[config.mk]
export PLATFORM = sky130hd
export DESIGN_NAME = cfg_status_poller
export DESIGN_NICKNAME = d
export VERILOG_FILES = /design/src/rtl/cfg_status_poller.sv
export SDC_FILE = /design/constraint.sdc
export NUM_CORES = 1
export LEC_CHECK = 0
export ABC_AREA = 1
export CAP_MARGIN = 10
export CORE_MARGIN = 1
export CORE_UTILIZATION = 39
export CTS_CLUSTER_SIZE = 20
export DETAILED_ROUTE_END_ITERATION = 8
export DONT_BUFFER_PORTS = 1
export PLACE_DENSITY = 0.59
export SETUP_SLACK_MARGIN = 0.3
export SYNTH_ARGS = -nofsm -noshare
export SYNTH_HDL_FRONTEND = slang
export SYNTH_SLANG_ARGS = --single-unit
export TNS_END_PERCENT = 100
[constraint.sdc]
create_clock -name clk -period 1.82 [get_ports clk]
set_input_delay 0.091 -clock clk [delete_from_list [all_inputs] [get_ports clk]]
set_output_delay 0.091 -clock clk [all_outputs]
set_load 0.005 [all_outputs]
[src/rtl/cfg_status_poller.sv]
module cfg_status_poller #(
  parameter int MAX_READS = 10000
) (
  input  logic       clk,
  input  logic       rst_n,
  input  logic       req_valid,
  input  logic [7:0] req_mask,
  output logic       busy_o,
  output logic       done_o,
  output logic [7:0] status_o,
  output logic [1:0] err_o,
  output logic       spi_tx_valid,
  input  logic       spi_tx_ready,
  output logic [7:0] spi_tx_data,
  output logic       spi_cs_hold,
  input  logic       spi_rx_valid,
  input  logic [7:0] spi_rx_data
);
  localparam int CW = $clog2(MAX_READS + 1);
  localparam logic [7:0] OP_STATUS = 8'h00;
  localparam logic [1:0] RES_OK = 2'b00, RES_FAULT = 2'b01, RES_TMO = 2'b10;

  typedef enum logic [2:0] {S_IDLE, S_TX1, S_RX1, S_TX2, S_RX2} st_t;

  st_t          st;
  logic [7:0]   mask_q;
  logic [CW-1:0] reads_q;
  logic         done_q;
  logic [7:0]   status_q;
  logic [1:0]   err_q;

  logic fault, hit, last;
  assign fault = spi_rx_data[2] | spi_rx_data[3];
  assign hit   = !spi_rx_data[0] && (mask_q == 8'h00 || |(spi_rx_data & mask_q));
  assign last  = reads_q == CW'(MAX_READS - 1);

  assign busy_o       = st != S_IDLE;
  assign spi_tx_valid = st == S_TX1 || st == S_TX2;
  assign spi_tx_data  = OP_STATUS;
  assign spi_cs_hold  = 1'b0;
  assign done_o       = done_q;
  assign status_o     = status_q;
  assign err_o        = err_q;

  always_ff @(posedge clk or negedge rst_n) begin
    if (!rst_n) begin
      st       <= S_IDLE;
      mask_q   <= '0;
      reads_q  <= '0;
      done_q   <= 1'b0;
      status_q <= '0;
      err_q    <= RES_OK;
    end else begin
      done_q <= 1'b0;
      case (st)
        S_IDLE: if (req_valid) begin
          mask_q  <= req_mask;
          reads_q <= '0;
          st      <= S_TX1;
        end
        S_TX1: if (spi_tx_ready) st <= S_RX1;
        S_RX1: if (spi_rx_valid) st <= S_TX2;
        S_TX2: if (spi_tx_ready) st <= S_RX2;
        S_RX2: if (spi_rx_valid) begin
          if (fault || hit || last) begin
            done_q   <= 1'b1;
            status_q <= spi_rx_data;
            err_q    <= fault ? RES_FAULT : (hit ? RES_OK : RES_TMO);
            st       <= S_IDLE;
          end else begin
            reads_q <= reads_q + 1'b1;
            st      <= S_TX1;
          end
        end
        default: st <= S_IDLE;
      endcase
    end
  end
endmodule


==> impl_results.md, run 1 <==
- Synthesis-to-layout area growth: 31.9%
- Most numerous cell in the Yosys netlist: nand2_1
- Crit path required time: 2000 ps
- Hold path cells: 2
- Fin Setup TNS: 0 ps
- Clk buf depth: 2
- CTS Buf Count: 5
- Crit start category: register
- Starting DRT DRC Count: 107
- Final Non-Filler Cells: 389
- Leakage: 0.00128 uW
- Int Pwr: 1990 uW
- # placed instances: between 300 and 400
- H-tree lvl count: 2
- Overflow after GRT: 0
- Worst EP arrival: 1700 ps
- Antenna viol nets, final: 0
- RSZ-0062 raised after global routing: yes
- Fill count: 473
- Vert. Die Dim: 74.0 microns
- Vias in the first global route: 1650
- Clk_skew: ~6.0 ps
- Async set-reset flop share out of synthesis: 1.00
- Clk sink count: 36
- Post-synth top area share: 0.445
- Root Buffer Master: clkbuf_8
- DR vias: 1824
- DIE WIDTH: approximately 74 microns
- Commonest cells post-synth: nand2_1 (105), nor2_1 (39), dfrtp_1 (36)
- Net Switching: roughly 1200 uW
- Fin crit period: roughly 1500 ps
- Die ar.: 5480 sq um
- Largest net degree at the start of global routing: 37
- First-pass GRT wire length: around 7700 microns
- Unique cell type count in the Yosys netlist: 26
- Top FF cell, synth: dfrtp_1
- Final cycle utilization of the critical path: 0.836
- Syn Std Cell Area: 2020 sq um
- Vias per Instance: approximately 4.7
- CP Class: reg -> reg
- I/O Pins: 43
- Syn Inst Count: 284
- Max-slew violation count: 0
- Clk network pwr share: 0.213
- Hold Crit Start: spi_rx_data[3]
- Sequential-to-total area share from yosys stat: 0.445
- Post-Route WL: 4690 microns
- FF/Latch Area: 903 sq um
- Switching share of power: 0.385
- Final Hold Fails: 0
- Comb pwr share: 0.407
- Fin util: 0.550
- Power Density: 1210 nW/um^2
- Hold Path Sink: err_o[0]
- WL/cell: 12.1 microns
- Total track usage: 0.185
- Peak VDD IR: 0.929 mV
- Max Clk Rate: 0.657 GHz
- Layout cells sized above 1: 0.217
- Worst-path clk slew: around 70 ps
- Yosys warns: 0
- Port Buf Inserts: 0
- FP Rows: 25
- Mean Syn Cell Area: 7.12 sq um
- Initial Util: 0.417
- Flop pwr share: 0.380
- FF-to-FF setup slack: roughly 300 ps
- Drt first pass iters: 4
- Max-cap violations: 0
- Cell taking the most area after synthesis: dfrtp_1
- Diodes inserted: 0
- Core footprint: 4850 sq um
- Crit path capture type: register
- Setup violators final: 0
- Fin nets: between 300 and 400
- Synth area leaders: dfrtp_1 (45%), nand2_1 (19%), nor2_1 (7.2%)
- Outcome: completed
- Number of remaining DRC errors: 0
- GP Congestion: 0.816
- Area of the multi-input gates: 1100 sq um
- Crit path max fanout: 7
- CTS tree: built
- Initial antenna violation count: 0
- Worst-Skew Late Latency: 280 ps
- HP Class: in -> reg
- Yosys reg bits: 36
- Hpwl dp: 3120 microns
- Worst R2R Start: reads_q[1]
- Post-synth EDFFs: 0
- Reg2reg path depth: 11
- Reg2reg end: reads_q[8]
==> area by class of cell <==
cell class	count	share of cell area
multi-input combinational	214	0.412
sequential	36	0.338
timing repair buffer	37	0.137
tap	67	0.0314
clock inverter	2	0.0131
clock buffer	6	0.0272
inverter	27	0.0408
==> power groups by stage <==
stage	registers (uW)	logic, uW	clock network, uW
4_1_cts	1220	1110	710
2_1_floorplan	1200	733	0
3_5_place_dp	1230	993	0
5_1_grt	1250	1490	734
3_3_place_gp	1220	965	0
6_report	1230	1320	690
==> worst max-delay path by stage <==
stage | cells after the start | from | endpoint
finish | 11 | reads_q[1] | reads_q[8]
global route | 11 | reads_q[1] | reads_q[12]
CTS | 9 | reads_q[6] | status_o[1]
detailed placement | 11 | reads_q[1] | status_o[1]
global placement | 11 | reads_q[1] | status_o[0]
floorplan | 12 | reads_q[0] | reads_q[0]
==> layer usage <==
layer | routed length, microns | vias to the layer above | global-route usage
li1 | - | 942 | -
met4 | 68 | 0 | 0.0705
met5 | 0 | - | 0
met1 | 2240 | 832 | 0.262
met3 | 197 | 5 | 0.0366
met2 | 2190 | 45 | 0.278
==> layout by cell type (no fill, tap or decap), types with 2 or more instances in the layout <==
cell type and count:
nand2_1 94, inv_1 15, xor2_1 6, nor3_2 2, nand2_8 3, conb_1 9, o21ai_1 3, nand3_1 16
nand3_2 4, dlygate4sd3_1 17, nor2_2 2, dfrtp_2 2, a21oi_1 11, nand3_4 2, nor3_4 2, dfrtp_1 34
nand2_2 10, buf_6 2, nor3_1 2, nor2_1 37, inv_2 10, nand4_1 2, buf_4 15, clkbuf_8 5
==> sequential cells by signal, indices dropped and copies added (netlist names) <==
register,flops
reads_q,14
mask_q,8
status_o,8
st,3
err_o,2
done_o,1
==> metrics by stage <==
step / area (sq um) / setup WS (ps) / hold WS, ps / total power [uW]
after floorplan: 2070 / 332 / -205 / 1940
after global placement: 2120 / 114 / -203 / 2190
after detailed placement: 2120 / 98.2 / -203 / 2220
after CTS: 2470 / 299 / -80.9 / 3040
after global routing: 2670 / 207 / 75.0 / 3480
final: 2670 / 299 / 70.3 / 3240
==> cell families after synthesis <==
| logic type | count (synthesis) | synth area share |
|---|---|---|
| DFF | 36 | 0.445 |
| xor gates and xnor gates | 7 | 0.0303 |
| AOI/OAI and AO/OA | 18 | 0.0507 |
| other | 1 | 0.00185 |
| and+or+nand+nor | 179 | 0.364 |
| adders and majority gates | 1 | 0.00618 |
| buffers and inverters | 42 | 0.101 |
==> repair_timing <==
item / in CTS / in global routing
pin swaps: 2 / 6
hold buffers: 17 / 1
hold endpoints to repair: 52 / 1
setup buffers: 2 / 7
endpoints found under the setup margin: 25 / 26
gates cloned: 0 / 1
gates resized for setup: 12 / 33
==> critical path, cell delays in order, from the launching register on <==
cell,delay (ps)
dfrtp_1,360
ha_2,190
nand2_2,50
inv_2,80
nand2_4,60
inv_4,80
nand3_4,90
nand3_4,130
nand2_8,90
clkbuf_16,170
nand3_1,70
nand2_1,50
Note: power is estimated with default switching activity, not from simulation.
==> inputs of run 2 (changes only) <==
Settings changed: ABC_AREA 1 to 0, PLACE_DENSITY 0.59 to 0.61.
Clock period 1.82 ns to 1.27 ns, I/O delays scaled along.
==> run 2 against run 1 <==
The run now ends with setup timing left. Sequential share of layout area decreased by 4.4 points. Power increased by 52%. Cell area increased by 15%. Non-clock buffer count increased by 35. Final cell count decreased by 12%.
==> impl_results.md, run 2 <==
- Outcome: finished, violations left
- Failing checks: setup timing
- Vert. Die Dim: 73.3 microns (-1.0%)
- Yosys warns: 0 (unchanged)
- Final cycle utilization of the critical path: 1.44 (+0.608)
- Clk_skew: 5.49 ps (-0.467 ps)
- Reg2reg path depth: 4 (-7)
- Initial Util: 0.411 (-0.00612)
- Largest stage delay on the critical path: 420 ps (+60 ps)
- CP Class: reg -> reg
- Fin crit period: 1830 ps (+313 ps)
- Drt first pass iters: 4 (unchanged)
- Number of flip-flops in the largest register: 14 (unchanged)
- Post-Route WL: 5280 microns (+12%)
- Syn Inst Count: 203 (-29%)
- Clk network pwr share: 0.179 (-0.034)
- FF-to-FF setup slack: -560 ps (-860 ps)
- Sequential-to-total area share from yosys stat: 0.455 (+0.00956)
- Reg2reg end: status_o[5]
- First-pass GRT wire length: 8630 microns (+13%)
- Comb pwr share: 0.451 (+0.044)
- CP Buf/Inv Count: 0 (-3)
- Crit path depth: 4 (-7)
- Most frequent cells in the layout: buf_4 (38), dfrtp_1 (35), nand2_1 (26), dlygate4sd3_1 (19), buf_6 (12)
- Clk sink count: 36 (unchanged)
- CTS Buf Count: 5 (unchanged)
- Starting DRT DRC Count: 124 (+16%)
- Async set-reset flop share out of synthesis: 1.00 (unchanged)
- Crit start category: register
- Max Clk Rate: 0.545 GHz (-17%)
- Flop pwr share: 0.369 (-0.011)
- Worst EP arrival: 2010 ps (+310 ps)
- Core footprint: 4820 sq um (-0.65%)
- Total track usage: 0.215 (+0.0304)
- Cell Chain, Critical Path: nor4_2, nand3_2, a31oi_4, mux2_4
- Delay-heaviest family, CP: simple AND/OR/NAND/NOR gates
- Crit path required time: 1450 ps (-550 ps)
- Int Pwr: 3070 uW (+54%)
- Root Buffer Master: clkbuf_8
- DR vias: 1817 (-0.38%)
- Fin util: 0.636 (+0.0859)
- WL/cell: 15.4 microns (+28%)
- Max-slew violation count: 0 (unchanged)
- Mean Syn Cell Area: 9.76 sq um (+37%)
- DIE WIDTH: 73.3 microns (-1.0%)
- Setup violators final: 36 (+36)
- Post-synth EDFFs: 0 (unchanged)
- I/O Pins: 43 (unchanged)
- Antenna viol nets, final: 0 (unchanged)
- Yosys reg bits: 36 (unchanged)
- RSZ-0062 raised after global routing: yes
- Fin nets: 296 (-14%)
- Hpwl dp: 3380 microns (+8.3%)
- Worst R2R Start: mask_q[4]
- Crit path capture type: register
- Met3 WL: 141 microns (-28%)
- Most common cell after layout, fill and taps aside: buf_4
- Fill count: 396 (-16%)
- Top reg by flops: reads_q
- Commonest cells post-synth: nand2_1 (41), dfrtp_1 (36), a21oi_1 (11)
- H-tree lvl count: 2 (unchanged)
- Syn Std Cell Area: 1980 sq um (-2.1%)
- Met1 WL: 2310 microns (+3.4%)
- Total power: 4920 uW (+52%)
- CTS tree: built
- Port Buf Inserts: 0 (unchanged)
- Overflow after GRT: 0 (unchanged)
- Final Hold Fails: 0 (unchanged)
- Number of remaining DRC errors: 0 (unchanged)
- Worst-Skew Late Latency: 290 ps (about the same)
- Worst setup startpoint: mask_q[4]
- Clk buf depth: 2 (unchanged)
- DP Area: 2370 sq um (+12%)
- Initial antenna violation count: 0 (unchanged)
- Power Density: 1600 nW/um^2 (+32%)
- Vias per Instance: 5.31 (+13%)
- Crit path max fanout: 6 (-1)
- Unique cell type count in the Yosys netlist: 54 (+110%)
- Peak VDD IR: 1.06 mV (+14%)
- Layout cells sized above 1: 0.440 (+0.223)
- Vias in the first global route: 1801 (+9.2%)
- Cell taking the most area after synthesis: dfrtp_1
- Fin worst setup slack: -564 ps (-863 ps)
- Die ar.: 5370 sq um (-2.0%)
- Worst-path clk slew: 80 ps (about the same)
- Worst path slowest cell: dfrtp_1
- Post-route cell area: 3070 sq um (+15%)
- Synth area leaders: dfrtp_1 (45%), nand2_1 (7.8%), buf_4 (3.4%)
- Max-cap violations: 0 (unchanged)
- HP Class: in -> reg
- Diodes inserted: 0 (unchanged)
- Top FF cell, synth: dfrtp_1
- Largest net degree at the start of global routing: 37 (unchanged)
- Leakage: 0.00133 uW (+3.5%)
- Met2 Wirelength: 2740 microns (+25%)
- Critical Path Sink: status_o[5]
- FP Rows: 25 (unchanged)
- Synthesis-to-layout area growth: 54.8%
- Most numerous cell in the Yosys netlist: nand2_1
- Switching share of power: 0.376 (-0.00952)
- Post-synth top area share: 0.455 (+0.00956)
- Top Metal Used: met4
- GP Congestion: 0.821 (+0.60%)
- Net Switching: 1850 uW (+48%)
run 2: area by class of cell:
class,count,area [sq um],area share
inverter,6,22.5,0.00735
clock inverter,1,7.51,0.00245
sequential,36,902,0.294
timing repair buffer,72,678,0.221
clock buffer,7,86.3,0.0282
multi-input combinational,153,1280,0.419
tap,67,83.8,0.0273
run 2: logic make-up after synthesis:
kind of cell    count (synthesis)  share of synthesized area
xor+xnor                        1                    0.00442
compound gates                 50                      0.181
simple gates                   84                      0.227
flops                          36                      0.455
other cells                     1                    0.00189
fa+ha+maj                       1                    0.00632
mux                             7                     0.0467
buf+inv                        23                     0.0771
run 2: worst min-delay path by stage:
stage               startpoint          end  slack [ps]  cells after the start
finish               req_valid        st[0]          70                      3
global route         req_valid        st[0]          80                      3
CTS                  req_valid        st[0]          70                      3
detailed placement       rst_n  status_o[5]        -230                      0
global placement         rst_n  status_o[4]        -230                      0
floorplan                rst_n       done_o        -230                      0
run 2: routing by layer:
layer / GRT usage / up-vias
li1: - / 860
met1: 0.273 / 908
met2: 0.360 / 41
met3: 0.0453 / 8
met4: 0.0784 / 0
met5: 0 / -
run 2: repair_timing:
item / in CTS / in global routing
pin swaps: 14 / 12
gates cloned: 2 / 0
resized for setup: 41 / 35
setup endpoints to repair: 38 / 38
hold endpoints to repair: 56 / 0
hold buffers: 20 / 0
buffers inserted: 3 / 2
run 2: through the flow:
stage / worst slack [ps] / hold slack [ps] / instances / TNS, ps
2_1_floorplan: -396 / -232 / 211 / -8110
3_3_place_gp: -518 / -231 / 307 / -12500
3_5_place_dp: -607 / -232 / 307 / -14260
4_1_cts: -528 / 71.5 / 340 / -14030
5_1_grt: -622 / 80.6 / 342 / -17350
6_report: -564 / 71.6 / 342 / -14500
run 2: tightest hold or removal path, delay by kind of cell:
| family | cells | cell delay [ps] |
|---|---|---|
| AOI/OAI and AO/OA | 2 | 150 |
| muxes | 1 | 110 |
run 2: power groups by stage:
stage                     clock [uW]  sequential (uW)  combinational, uW
final                            881             1820               2220
after floorplan                    0             1680               1060
after global placement             0             1750               1360
after CTS                        897             1740               1910
after detailed placement           0             1770               1380
after global routing             956             1850               2400
==> inputs of run 3 (changes only) <==
Settings changed: CORE_ASPECT_RATIO from default to 0.7.
==> run 3 against run 2 <==
The run still ends with setup timing left. Sequential share of layout area shrank 1.3 points. Die area is essentially flat. Utilization grew 3.1 points. Clock power grew 28%. Register-to-register slack lost 20 ps. Non-clock buffer count grew 9. Cell area grew 5.3%. First-iteration DRC count grew 76%.
==> impl_results.md, run 3 (synthesis results as in run 2) <==
- Outcome: finished, violations left
- Failing checks: setup timing
- Antenna viol nets, final: 0 (unchanged)
- Worst-path clk slew: 80 ps (about the same)
- FP Rows: 21 (-16%)
- Worst path slowest cell: dfrtp_1
- Fin nets: 304 (+2.7%)
- Largest net degree at the start of global routing: 37 (unchanged)
- Post-route cell area: 3230 sq um (+5.3%)
- DR vias: 1899 (+4.5%)
- I/O Pins: 43 (unchanged)
- Layout cells sized above 1: 0.491 (+0.0512)
- Vias per Instance: 5.39 (+1.5%)
- Overflow after GRT: 0 (unchanged)
- Vias in the first global route: 1904 (+5.7%)
- GP Congestion: 0.792 (-3.6%)
- Crit start category: register
- Power Density: 1690 nW/um^2 (+5.2%)
- Clk network pwr share: 0.207 (+0.028)
- H-tree lvl count: 2 (unchanged)
- Hpwl dp: 3570 microns (+5.5%)
- Clk buf depth: 2 (unchanged)
- Total track usage: 0.243 (+0.0277)
- Clk sink count: 36 (unchanged)
- Starting DRT DRC Count: 218 (+76%)
- Final Non-Filler Cells: 352 (+2.9%)
- Port Buf Inserts: 0 (unchanged)
- Int Pwr: 3490 uW (+14%)
- Post-Route WL: 6390 microns (+21%)
- Worst-Skew Late Latency: 290 ps (about the same)
- Leakage: 0.00140 uW (+5.5%)
- Drt first pass iters: 4 (unchanged)
- WL/cell: 18.1 microns (+18%)
- Final Hold Fails: 0 (unchanged)
- Root Buffer Master: clkbuf_8
- Worst EP arrival: 2030 ps (+20 ps)
- Net Switching: 1950 uW (+5.7%)
- Max-cap violations: 0 (unchanged)
- Comb pwr share: 0.447 (-0.004)
- Largest stage delay on the critical path: 460 ps (+40 ps)
- Initial Util: 0.410 (-0.00149)
- Final cycle utilization of the critical path: 1.46 (+0.0120)
- Crit path required time: 1450 ps (about the same)
- Fin crit period: 1850 ps (+15.3 ps)
- First-pass GRT wire length: 9500 microns (+10%)
- Switching share of power: 0.358 (-0.0171)
- Top reg by flops: reads_q
- Synthesis-to-layout area growth: 62.9%
- CTS tree: built
- Fill count: 389 (-1.8%)
- Total power: 5440 uW (+11%)
- RSZ-0062 raised after global routing: yes
- Clk_skew: 6.47 ps (+0.979 ps)
- DIE WIDTH: 87.2 microns (+19%)
- Fin worst setup slack: -579 ps (-15.3 ps)
- Die ar.: 5370 sq um (about the same)
- Number of remaining DRC errors: 0 (unchanged)
- CTS Buf Count: 5 (unchanged)
- Crit path max fanout: 6 (unchanged)
- CP Class: reg -> reg
- Initial antenna violation count: 0 (unchanged)
- Setup violators final: 35 (-2.8%)
- Number of flip-flops in the largest register: 14 (unchanged)
- Flop pwr share: 0.346 (-0.023)
- Max Clk Rate: 0.541 GHz (-0.82%)
- Fin util: 0.667 (+0.0311)
- # placed instances: 307 (unchanged)
- Cell Chain, Critical Path: nor4_4, nand3_2, a31oi_4, buf_12, mux2_4
- DP Area: 2370 sq um (unchanged)
- Core footprint: 4830 sq um (+0.36%)
- Peak VDD IR: 0.949 mV (-10%)
- Diodes inserted: 0 (unchanged)
- Max-slew violation count: 0 (unchanged)
- Fin Setup TNS: -14510 ps (-9.00 ps)
- HP Class: in -> reg
- Crit path capture type: register
- Vert. Die Dim: 61.6 microns (-16%)
- Most frequent cells in the layout: buf_4 (41), dfrtp_1 (31), nand2_1 (29), dlygate4sd3_1 (19), buf_6 (14)
- Most common cell after layout, fill and taps aside: buf_4
[run 3: changes by cell type in the layout (fill, tap and decap cells not counted), moves of 3 or more]
cell / before / now
a31oi_1: 5 / 2
o311ai_1: 0 / 3
dfrtp_2: 1 / 5
nor2_1: 8 / 5
dfrtp_1: 35 / 31
a21oi_2: 1 / 4
nand2_2: 11 / 7
buf_4: 38 / 41
nand2_1: 26 / 29
[run 3: final timing paths]
kind | to | from | cells after the start | slack (ps)
worst max-delay path | status_o[5] | mask_q[6] | 5 | -580
worst min-delay path | st[0] | req_valid | 3 | 80
worst max register to register | status_o[5] | mask_q[6] | 5 | -580
worst min register to register | status_o[1] | status_o[1] | 1 | 550
max in group asynchronous | mask_q[0] | rst_n | 2 | 830
min in group asynchronous | done_o | rst_n | 2 | 220
[run 3: power groups by stage]
stage | Combinational (uW) | Clock (uW) | Sequential, uW
after floorplan | 1060 | 0 | 1680
after global placement | 1320 | 0 | 1790
after detailed placement | 1350 | 0 | 1800
after CTS | 2000 | 1140 | 1810
after global routing | 2610 | 1210 | 1910
final | 2430 | 1130 | 1880
[run 3: cell type report]
class | instances | area, sq um | share of cell area
Inverter | 6 | 22.5 | 0.00698
Tap cell | 69 | 86.3 | 0.0268
Sequential cell | 36 | 907 | 0.281
Clock inverter | 1 | 30.0 | 0.00931
Multi-Input combinational cell | 152 | 1290 | 0.399
Timing Repair Buffer | 81 | 798 | 0.247
Clock buffer | 7 | 96.3 | 0.0299
[run 3: routing by layer]
metal	GRT usage	up-vias	part of all wire
met1	0.323	951	0.44
li1	-	877	-
met2	0.406	57	0.49
met3	0.0469	14	0.048
met4	0.0843	0	0.021
met5	0	-	0
[run 3: timing repair]
item                       in CTS  in global routing
setup endpoints to repair      38                 38
cloned                          2                  0
hold buffers                   20                  0
buffers inserted               11                  4
pin swaps                      20                 18
hold endpoints to repair       55                  0
gates resized for setup        50                 40
[run 3: worst max-delay path, delay by kind of cell, from the launching register on]
kind / cells / cell delay, ps
flip-flops: 1 / 460
AO/OA/AOI/OAI: 1 / 250
multiplexers: 1 / 300
buffers and inverters: 1 / 150
AND/OR/NAND/NOR: 2 / 570
[run 3: through the flow]
step,hold slack [ps],setup WS (ps)
after floorplan,-232,-396
after global placement,-231,-492
after detailed placement,-231,-506
after CTS,71.2,-485
after global routing,114,-602
final,83.6,-579
